**config.mk**
```make
export PLATFORM = sky130hd
export DESIGN_NAME = sc_line_seq
export DESIGN_NICKNAME = d
export VERILOG_FILES = /design/src/rtl/sc_line_pkg.sv /design/src/rtl/sc_unit_timer.sv /design/src/rtl/sc_card_clk.sv /design/src/rtl/sc_io_fall.sv /design/src/rtl/sc_line_seq.sv
export SDC_FILE = /design/constraint.sdc
export NUM_CORES = 1
export LEC_CHECK = 0
export BUFFER_PORTS_ARGS = -buffer_cell sky130_fd_sc_hd__buf_4
export CAP_MARGIN = 20
export CORE_ASPECT_RATIO = 1.2
export CORE_UTILIZATION = 35
export DETAILED_ROUTE_END_ITERATION = 6
export HOLD_SLACK_MARGIN = 0.08
export PLACE_DENSITY = 0.51
export SYNTH_ARGS = -nofsm -noshare
export SYNTH_HDL_FRONTEND = slang
export SYNTH_SLANG_ARGS = --single-unit
```
**constraint.sdc**
```tcl
create_clock -name clk -period 11.4 [get_ports clk]
set_input_delay 1.14 -clock clk [delete_from_list [all_inputs] [get_ports clk]]
set_output_delay 1.14 -clock clk [all_outputs]
set_load 0.05 [all_outputs]
```
**src/rtl/sc_line_pkg.sv**
```systemverilog
package sc_line_pkg;

  typedef enum logic [3:0] {
    ST_OFF,
    ST_PWR,
    ST_IO,
    ST_CLK,
    ST_ATR,
    ST_READY,
    ST_WARM,
    ST_D_RST,
    ST_D_CLK,
    ST_D_IO
  } seq_state_e;

  typedef enum logic [1:0] {
    LIM_STEP,
    LIM_RESET,
    LIM_WINDOW
  } lim_sel_e;

  typedef struct packed {
    logic pwr;
    logic io_en;
    logic clk_en;
    logic rst_n;
  } line_t;

  localparam line_t LINES_OFF = '{pwr: 1'b0, io_en: 1'b0, clk_en: 1'b0, rst_n: 1'b0};

endpackage

```
**src/rtl/sc_unit_timer.sv**
```systemverilog
module sc_unit_timer #(
  parameter int DIV_W   = 16,
  parameter int PRESC_W = 7,
  parameter int CNT_W   = 8
) (
  input  logic             clk,
  input  logic             rst,
  input  logic             restart,
  input  logic [DIV_W-1:0] div,
  input  logic [CNT_W-1:0] limit,
  output logic             done
);

  localparam logic [PRESC_W-1:0] PRESC_LAST = '1;
  localparam logic [PRESC_W-1:0] PRESC_ONE  = PRESC_W'(1);
  localparam logic [CNT_W-1:0]   CNT_ONE    = CNT_W'(1);
  localparam logic [DIV_W-1:0]   DIV_ONE    = DIV_W'(1);

  logic [DIV_W-1:0]   sys_q;
  logic               half_q;
  logic [PRESC_W-1:0] presc_q;
  logic [CNT_W-1:0]   units_q;
  logic [CNT_W-1:0]   lim_eff;
  logic               half_end;
  logic               unit_end;

  // half_end closes one half card period; two halves make one card cycle,
  // and 2**PRESC_W card cycles make one timing unit.
  always_comb begin
    lim_eff  = (limit == '0) ? CNT_ONE : limit;
    half_end = (sys_q == div);
    unit_end = half_end && half_q && (presc_q == PRESC_LAST);
    done     = unit_end && (units_q == lim_eff - CNT_ONE);
  end

  always_ff @(posedge clk) begin
    if (rst || restart) begin
      sys_q   <= '0;
      half_q  <= 1'b0;
      presc_q <= '0;
      units_q <= '0;
    end else if (half_end) begin
      sys_q  <= '0;
      half_q <= ~half_q;
      if (half_q) begin
        presc_q <= presc_q + PRESC_ONE;
      end
      if (unit_end) begin
        units_q <= units_q + CNT_ONE;
      end
    end else begin
      sys_q <= sys_q + DIV_ONE;
    end
  end

endmodule

```
**src/rtl/sc_card_clk.sv**
```systemverilog
module sc_card_clk #(
  parameter int DIV_W = 16
) (
  input  logic             clk,
  input  logic             rst,
  input  logic             run,
  input  logic [DIV_W-1:0] div,
  output logic             card_clk
);

  localparam logic [DIV_W-1:0] DIV_ONE = DIV_W'(1);

  logic [DIV_W-1:0] cnt_q;
  logic             ck_q;

  always_ff @(posedge clk) begin
    if (rst || !run) begin
      cnt_q <= '0;
      ck_q  <= 1'b0;
    end else if (cnt_q == div) begin
      cnt_q <= '0;
      ck_q  <= ~ck_q;
    end else begin
      cnt_q <= cnt_q + DIV_ONE;
    end
  end

  assign card_clk = ck_q;

endmodule

```
**src/rtl/sc_io_fall.sv**
```systemverilog
module sc_io_fall #(
  parameter int SYNC = 2
) (
  input  logic clk,
  input  logic rst,
  input  logic io_i,
  output logic fall
);

  logic [SYNC-1:0] sync_q;
  logic            prev_q;

  generate
    if (SYNC == 1) begin : g_one
      always_ff @(posedge clk) begin
        if (rst) sync_q <= '1;
        else     sync_q <= io_i;
      end
    end else begin : g_chain
      always_ff @(posedge clk) begin
        if (rst) sync_q <= '1;
        else     sync_q <= {sync_q[SYNC-2:0], io_i};
      end
    end
  endgenerate

  always_ff @(posedge clk) begin
    if (rst) prev_q <= 1'b1;
    else     prev_q <= sync_q[SYNC-1];
  end

  assign fall = prev_q & ~sync_q[SYNC-1];

endmodule

```
**src/rtl/sc_line_seq.sv**
```systemverilog
module sc_line_seq
  import sc_line_pkg::*;
#(
  parameter int DIV_W       = 16,
  parameter int FLD_W       = 8,
  parameter int PRESC_W     = 7,
  parameter int SYNC_STAGES = 2
) (
  input  logic               clk,
  input  logic               rst,
  input  logic               act_req_i,
  input  logic               deact_req_i,
  input  logic               warm_req_i,
  input  logic [DIV_W-1:0]   clk_div_i,
  input  logic [3*FLD_W-1:0] timing_i,
  input  logic               card_io_i,
  output logic               card_clk_o,
  output logic               card_rstn_o,
  output logic               card_pwr_o,
  output logic               card_io_en_o,
  output logic               seq_ready_o,
  output logic               atr_seen_o,
  output logic               atr_timeout_o
);

  localparam int STEP_LO = 0;
  localparam int RST_LO  = FLD_W;
  localparam int WIN_LO  = 2 * FLD_W;

  logic [FLD_W-1:0] fld_step;
  logic [FLD_W-1:0] fld_reset;
  logic [FLD_W-1:0] fld_window;
  logic [FLD_W-1:0] limit;
  lim_sel_e         lim_sel;

  seq_state_e state_q, state_d;
  line_t      line_q, line_d;
  logic       seen_q, seen_d;
  logic       tmo_q, tmo_d;
  logic       ready_q;
  logic       restart;
  logic       phase_done;
  logic       io_fall;
  logic       shutdown_ok;

  assign fld_step   = timing_i[STEP_LO +: FLD_W];
  assign fld_reset  = timing_i[RST_LO  +: FLD_W];
  assign fld_window = timing_i[WIN_LO  +: FLD_W];

  // Which field times the current phase.
  always_comb begin
    unique case (state_q)
      ST_CLK, ST_WARM: lim_sel = LIM_RESET;
      ST_ATR:          lim_sel = LIM_WINDOW;
      default:         lim_sel = LIM_STEP;
    endcase
    unique case (lim_sel)
      LIM_RESET:  limit = fld_reset;
      LIM_WINDOW: limit = fld_window;
      default:    limit = fld_step;
    endcase
  end

  sc_unit_timer #(
    .DIV_W  (DIV_W),
    .PRESC_W(PRESC_W),
    .CNT_W  (FLD_W)
  ) u_timer (
    .clk    (clk),
    .rst    (rst),
    .restart(restart),
    .div    (clk_div_i),
    .limit  (limit),
    .done   (phase_done)
  );

  sc_io_fall #(
    .SYNC(SYNC_STAGES)
  ) u_fall (
    .clk (clk),
    .rst (rst),
    .io_i(card_io_i),
    .fall(io_fall)
  );

  sc_card_clk #(
    .DIV_W(DIV_W)
  ) u_cclk (
    .clk     (clk),
    .rst     (rst),
    .run     (line_q.clk_en),
    .div     (clk_div_i),
    .card_clk(card_clk_o)
  );

  // Next phase.
  always_comb begin
    state_d     = state_q;
    shutdown_ok = deact_req_i;
    unique case (state_q)
      ST_OFF: begin
        if (act_req_i) state_d = ST_PWR;
      end
      ST_PWR: begin
        if (shutdown_ok)     state_d = ST_D_RST;
        else if (phase_done) state_d = ST_IO;
      end
      ST_IO: begin
        if (shutdown_ok)     state_d = ST_D_RST;
        else if (phase_done) state_d = ST_CLK;
      end
      ST_CLK: begin
        if (shutdown_ok)     state_d = ST_D_RST;
        else if (phase_done) state_d = ST_ATR;
      end
      ST_ATR: begin
        if (shutdown_ok)                state_d = ST_D_RST;
        else if (io_fall || phase_done) state_d = ST_READY;
      end
      ST_READY: begin
        if (shutdown_ok)     state_d = ST_D_RST;
        else if (warm_req_i) state_d = ST_WARM;
      end
      ST_WARM: begin
        if (shutdown_ok)     state_d = ST_D_RST;
        else if (phase_done) state_d = ST_ATR;
      end
      ST_D_RST: begin
        if (phase_done) state_d = ST_D_CLK;
      end
      ST_D_CLK: begin
        if (phase_done) state_d = ST_D_IO;
      end
      ST_D_IO: begin
        if (phase_done) state_d = ST_OFF;
      end
      default: state_d = ST_OFF;
    endcase
  end

  assign restart = (state_d != state_q);

  // Line levels for the phase being entered; shutdown phases only lower lines.
  always_comb begin
    line_d = line_q;
    unique case (state_d)
      ST_OFF:           line_d = LINES_OFF;
      ST_PWR:           line_d = '{pwr: 1'b1, io_en: 1'b0, clk_en: 1'b0, rst_n: 1'b0};
      ST_IO:            line_d = '{pwr: 1'b1, io_en: 1'b1, clk_en: 1'b0, rst_n: 1'b0};
      ST_CLK:           line_d = '{pwr: 1'b1, io_en: 1'b1, clk_en: 1'b1, rst_n: 1'b0};
      ST_ATR, ST_READY: line_d = '{pwr: 1'b1, io_en: 1'b1, clk_en: 1'b1, rst_n: 1'b1};
      ST_WARM:          line_d.rst_n = 1'b0;
      ST_D_RST:         line_d.rst_n = 1'b0;
      ST_D_CLK: begin
        line_d.rst_n  = 1'b0;
        line_d.clk_en = 1'b0;
      end
      ST_D_IO: begin
        line_d.rst_n  = 1'b0;
        line_d.clk_en = 1'b0;
        line_d.io_en  = 1'b0;
      end
      default: line_d = LINES_OFF;
    endcase
  end

  // Answer window flags.
  always_comb begin
    seen_d = seen_q;
    tmo_d  = tmo_q;
    if (state_d == ST_ATR && state_q != ST_ATR) begin
      seen_d = 1'b0;
      tmo_d  = 1'b0;
    end else if (state_q == ST_ATR && state_d == ST_READY) begin
      seen_d = io_fall;
      tmo_d  = ~io_fall;
    end
  end

  always_ff @(posedge clk) begin
    if (rst) begin
      state_q <= ST_OFF;
      line_q  <= LINES_OFF;
      seen_q  <= 1'b0;
      tmo_q   <= 1'b0;
      ready_q <= 1'b0;
    end else begin
      state_q <= state_d;
      line_q  <= line_d;
      seen_q  <= seen_d;
      tmo_q   <= tmo_d;
      ready_q <= (state_d == ST_READY);
    end
  end

  assign card_rstn_o   = line_q.rst_n;
  assign card_pwr_o    = line_q.pwr;
  assign card_io_en_o  = line_q.io_en;
  assign seq_ready_o   = ready_q;
  assign atr_seen_o    = seen_q;
  assign atr_timeout_o = tmo_q;

endmodule

```
==> flow_summary.ini <==
[clocking]
clock_sinks = 63
cts_resized = 0
post_cts_buffers = 0
ctsHoldBuffers = 0
root_buffer = clkbuf_16
cts_htree_levels = 3
cts_buffers = 9
clockBufferDepth = 2
clk_pin_slew_worst_paths_ns = 0.05
cts_tree = built
clock_latency_ns = 0.33

[detailed_routing]
drt-total-wl_um = 8730
drc = 0
wl_per_cell_um = 13.8
firstDrtPassIters = 4
ant_nets = 0
drt_iter0_drc = 68
viasPerCell = 5.13
vias = 3253

[timing]
period_needed_ns = 5.88
fin_tns_setup_ns = 0
tightest_slew_ns = 0.957
setup_viol = 0
hold_viol = 0
rsz0062_at_grt = no
clock_skew_ns = 0.00453
slew_violations = 0
fmax_ghz = 0.170
finalCritPeriodShare = 0.515
max_slew_margin = 0.360

[finish]
finalNetCount = 550
final_layout_size_suffix_gt1_frac = 0.211
diodes = 0
final_area_um2 = 4690
syn2layout_area_growth_pct = 19.1
fillerInstances = 1113

[synth]
synthArstFlopShare = 0
synth_top_area_frac = 0.320
synth_flop_cell = dfxtp_1
ys_seq_area_frac = 0.320
synth_xor_area_frac = 0.180
yosysUniqueCellTypes = 64
yosys.area.top_type = dfxtp_1
synth-simple-area-share = 0.274
syn_avg_cell_area_um2 = 8.65
synth_edf_count = 0
synth_fp_nets = 508
synth_seq_cells = 63
synth_top_family_by_area = simple AND/OR/NAND/NOR gates
yosys_warnings = 0
syn_area_um2 = 3940
synth_area_leaders = dfxtp_1 32%, xnor2_1 12%, xor2_1 6.2%
syn_inst = 455
synth.area.mux_share = 0.0143
synthAdderAreaFrac = 0.0222
synth_compound_area_frac = 0.148

[setup_path]
r2r_setup_slack_ns = 5.52
reg2reg_from = state_q[0]$_SDFF_PP0_
cp-end-kind = flip-flop
cp.required_ns = 11.66
crit_start = state_q[0]$_SDFF_PP0_
critPathArrivalTime_ns = 6.13
crit_type = reg -> reg
path_max_fanout = 18
critPathLaunchType = flip-flop

[placed_design]
io_buffer_count = 52
place.gp.congestion = 0.818
dpl_cell_area_um2 = 4390
hpwl_um = 6540

[global_routing]
grt_overflow_total = 0
grt_pass1_vias = 3103
grt_pass1_wl_um = 15000
antenna_found_initial = 0
grt_max_degree = 33
gr-usage-all-layers = 0.160

[floorplanning]
die_y_um = 118
rows = 42
core_region_area_um2 = 11000
die_x_um = 98.8
die_area_um2 = 11700
num_io_pins = 53
initial_core_util = 0.359

[run]
cap_viol_max_count = 0

[worst_hold_path]
min_from = u_fall.sync_q[0]$_SDFF_PP1_
holdCritPathClass = reg -> reg

[power_and_ir_drop]
p_leak_nw = 1.64
vdd_drop_max_mv = 0.0821
powerDensity_nw_per_um2 = 141

[status]
status = finished, final reports clean
-- worst max-delay path, cell delays in order, from the launching register on --
cell	delay (ns)
dfxtp_1	0.68
nor2_1	0.08
nand3_1	0.19
inv_1	0.12
ha_1	0.64
a221oi_1	0.13
or2_2	0.35
nand4_1	0.12
o21a_1	0.16
ha_1	0.20
o221ai_2	0.11
and2_1	0.19
or4_1	0.46
and3_4	0.20
a2111oi_4	0.56
mux2i_1	0.68
inv_1	0.23
or4_1	0.54
a31oi_1	0.16
-- kinds of logic (layout without fill, tap and decap cells) --
logic type | count (synthesis) | after routing
buffers and inverters | 34 | 81
adder cells (fa/ha/maj) | 7 | 7
flip-flops | 63 | 63
AO/OA/AOI/OAI | 67 | 67
XOR/XNOR | 81 | 81
multiplexers | 5 | 5
AND/OR/NAND/NOR | 198 | 198
-- flip-flops by register name, indices dropped and copies added (netlist names) --
register / cells
u_fall.prev_q: 1
card_rstn_o: 1
seq_ready_o: 1
u_timer.sys_q: 16
u_timer.units_q: 8
u_cclk.card_clk: 1
card_pwr_o: 1
u_timer.presc_q: 7
card_io_en_o: 1
line_q: 1
atr_seen_o: 1
u_timer.half_q: 1
state_q: 4
u_cclk.cnt_q: 16
u_fall.sync_q: 2
atr_timeout_o: 1
-- placed cells by master (no fill, tap or decap), types with 6 or more instances in the layout --
cell type	instances
nor3_2	14
clkbuf_16	9
a221oi_1	6
a21oi_1	11
xnor2_1	53
o21ai_0	10
dfxtp_1	63
nand3_1	14
ha_1	7
nand2_1	31
nand4_1	21
inv_1	12
nor2_1	58
xor2_1	28
and3_1	8
nor2b_1	7
nor3_1	7
buf_4	53
or2_2	8
-- cells in the mapped netlist (4+ instances only) --
cell and instances:
nand3_1 14, or2_2 8, nor2_1 58, a21oi_1 11
and3_1 8, buf_6 4, nand4_1 21, nor3_2 14
inv_1 12, nor2b_1 7, ha_1 7, a221oi_1 6
clkbuf_1 15, o21ai_0 10, dfxtp_1 63, xnor2_1 53
nor3_1 7, nand2_1 31, xor2_1 28
-- metal layers --
metal,share of wire,vias to the layer above,global-route usage
li1,-,1686,-
met1,0.48,1476,0.212
met2,0.45,77,0.247
met3,0.050,14,0.0396
met4,0.020,0,0.0634
met5,0,-,0
-- power by group --
part	internal (W)	switching [W]	total (W)	leakage [nW]
logic	0.0000633	0.0000865	0.000150	0.984
registers	0.000227	0.0000106	0.000238	0.510
clock network	0.000174	0.0000991	0.000273	0.144
-- area by class of cell --
| cell class | count | area, µm² | area share |
|---|---|---|---|
| Multi-Input combinational cell | 358 | 2520 | 0.538 |
| Sequential cell | 63 | 1260 | 0.269 |
| Timing Repair Buffer | 53 | 398 | 0.0848 |
| Clock buffer | 10 | 239 | 0.0510 |
| Tap cell | 132 | 165 | 0.0352 |
| Clock inverter | 6 | 60.1 | 0.0128 |
| Inverter | 12 | 45.0 | 0.00961 |
-- stage by stage --
stage	total power, W	setup slack (ns)	hold WS (ns)	instances	utilization
floorplan	0.000356	6.03	0.389	455	-
CTS	0.000671	5.50	0.418	634	0.427
detailed placement	0.000393	5.51	0.404	618	0.400
global route	0.000696	5.05	0.443	634	0.427
global placement	0.000392	5.77	0.395	618	0.400
finish	0.000660	5.52	0.413	634	0.427
-- path summary, 6_finish.rpt --
kind	end	cells after the start
worst max-delay path	atr_timeout_o$_SDFFE_PP0P_	18
worst min-delay path	u_fall.sync_q[1]$_SDFF_PP1_	1
worst max register to register	atr_timeout_o$_SDFFE_PP0P_	18
worst min register to register	u_fall.sync_q[1]$_SDFF_PP1_	1
(Power assumes the default switching activity.)
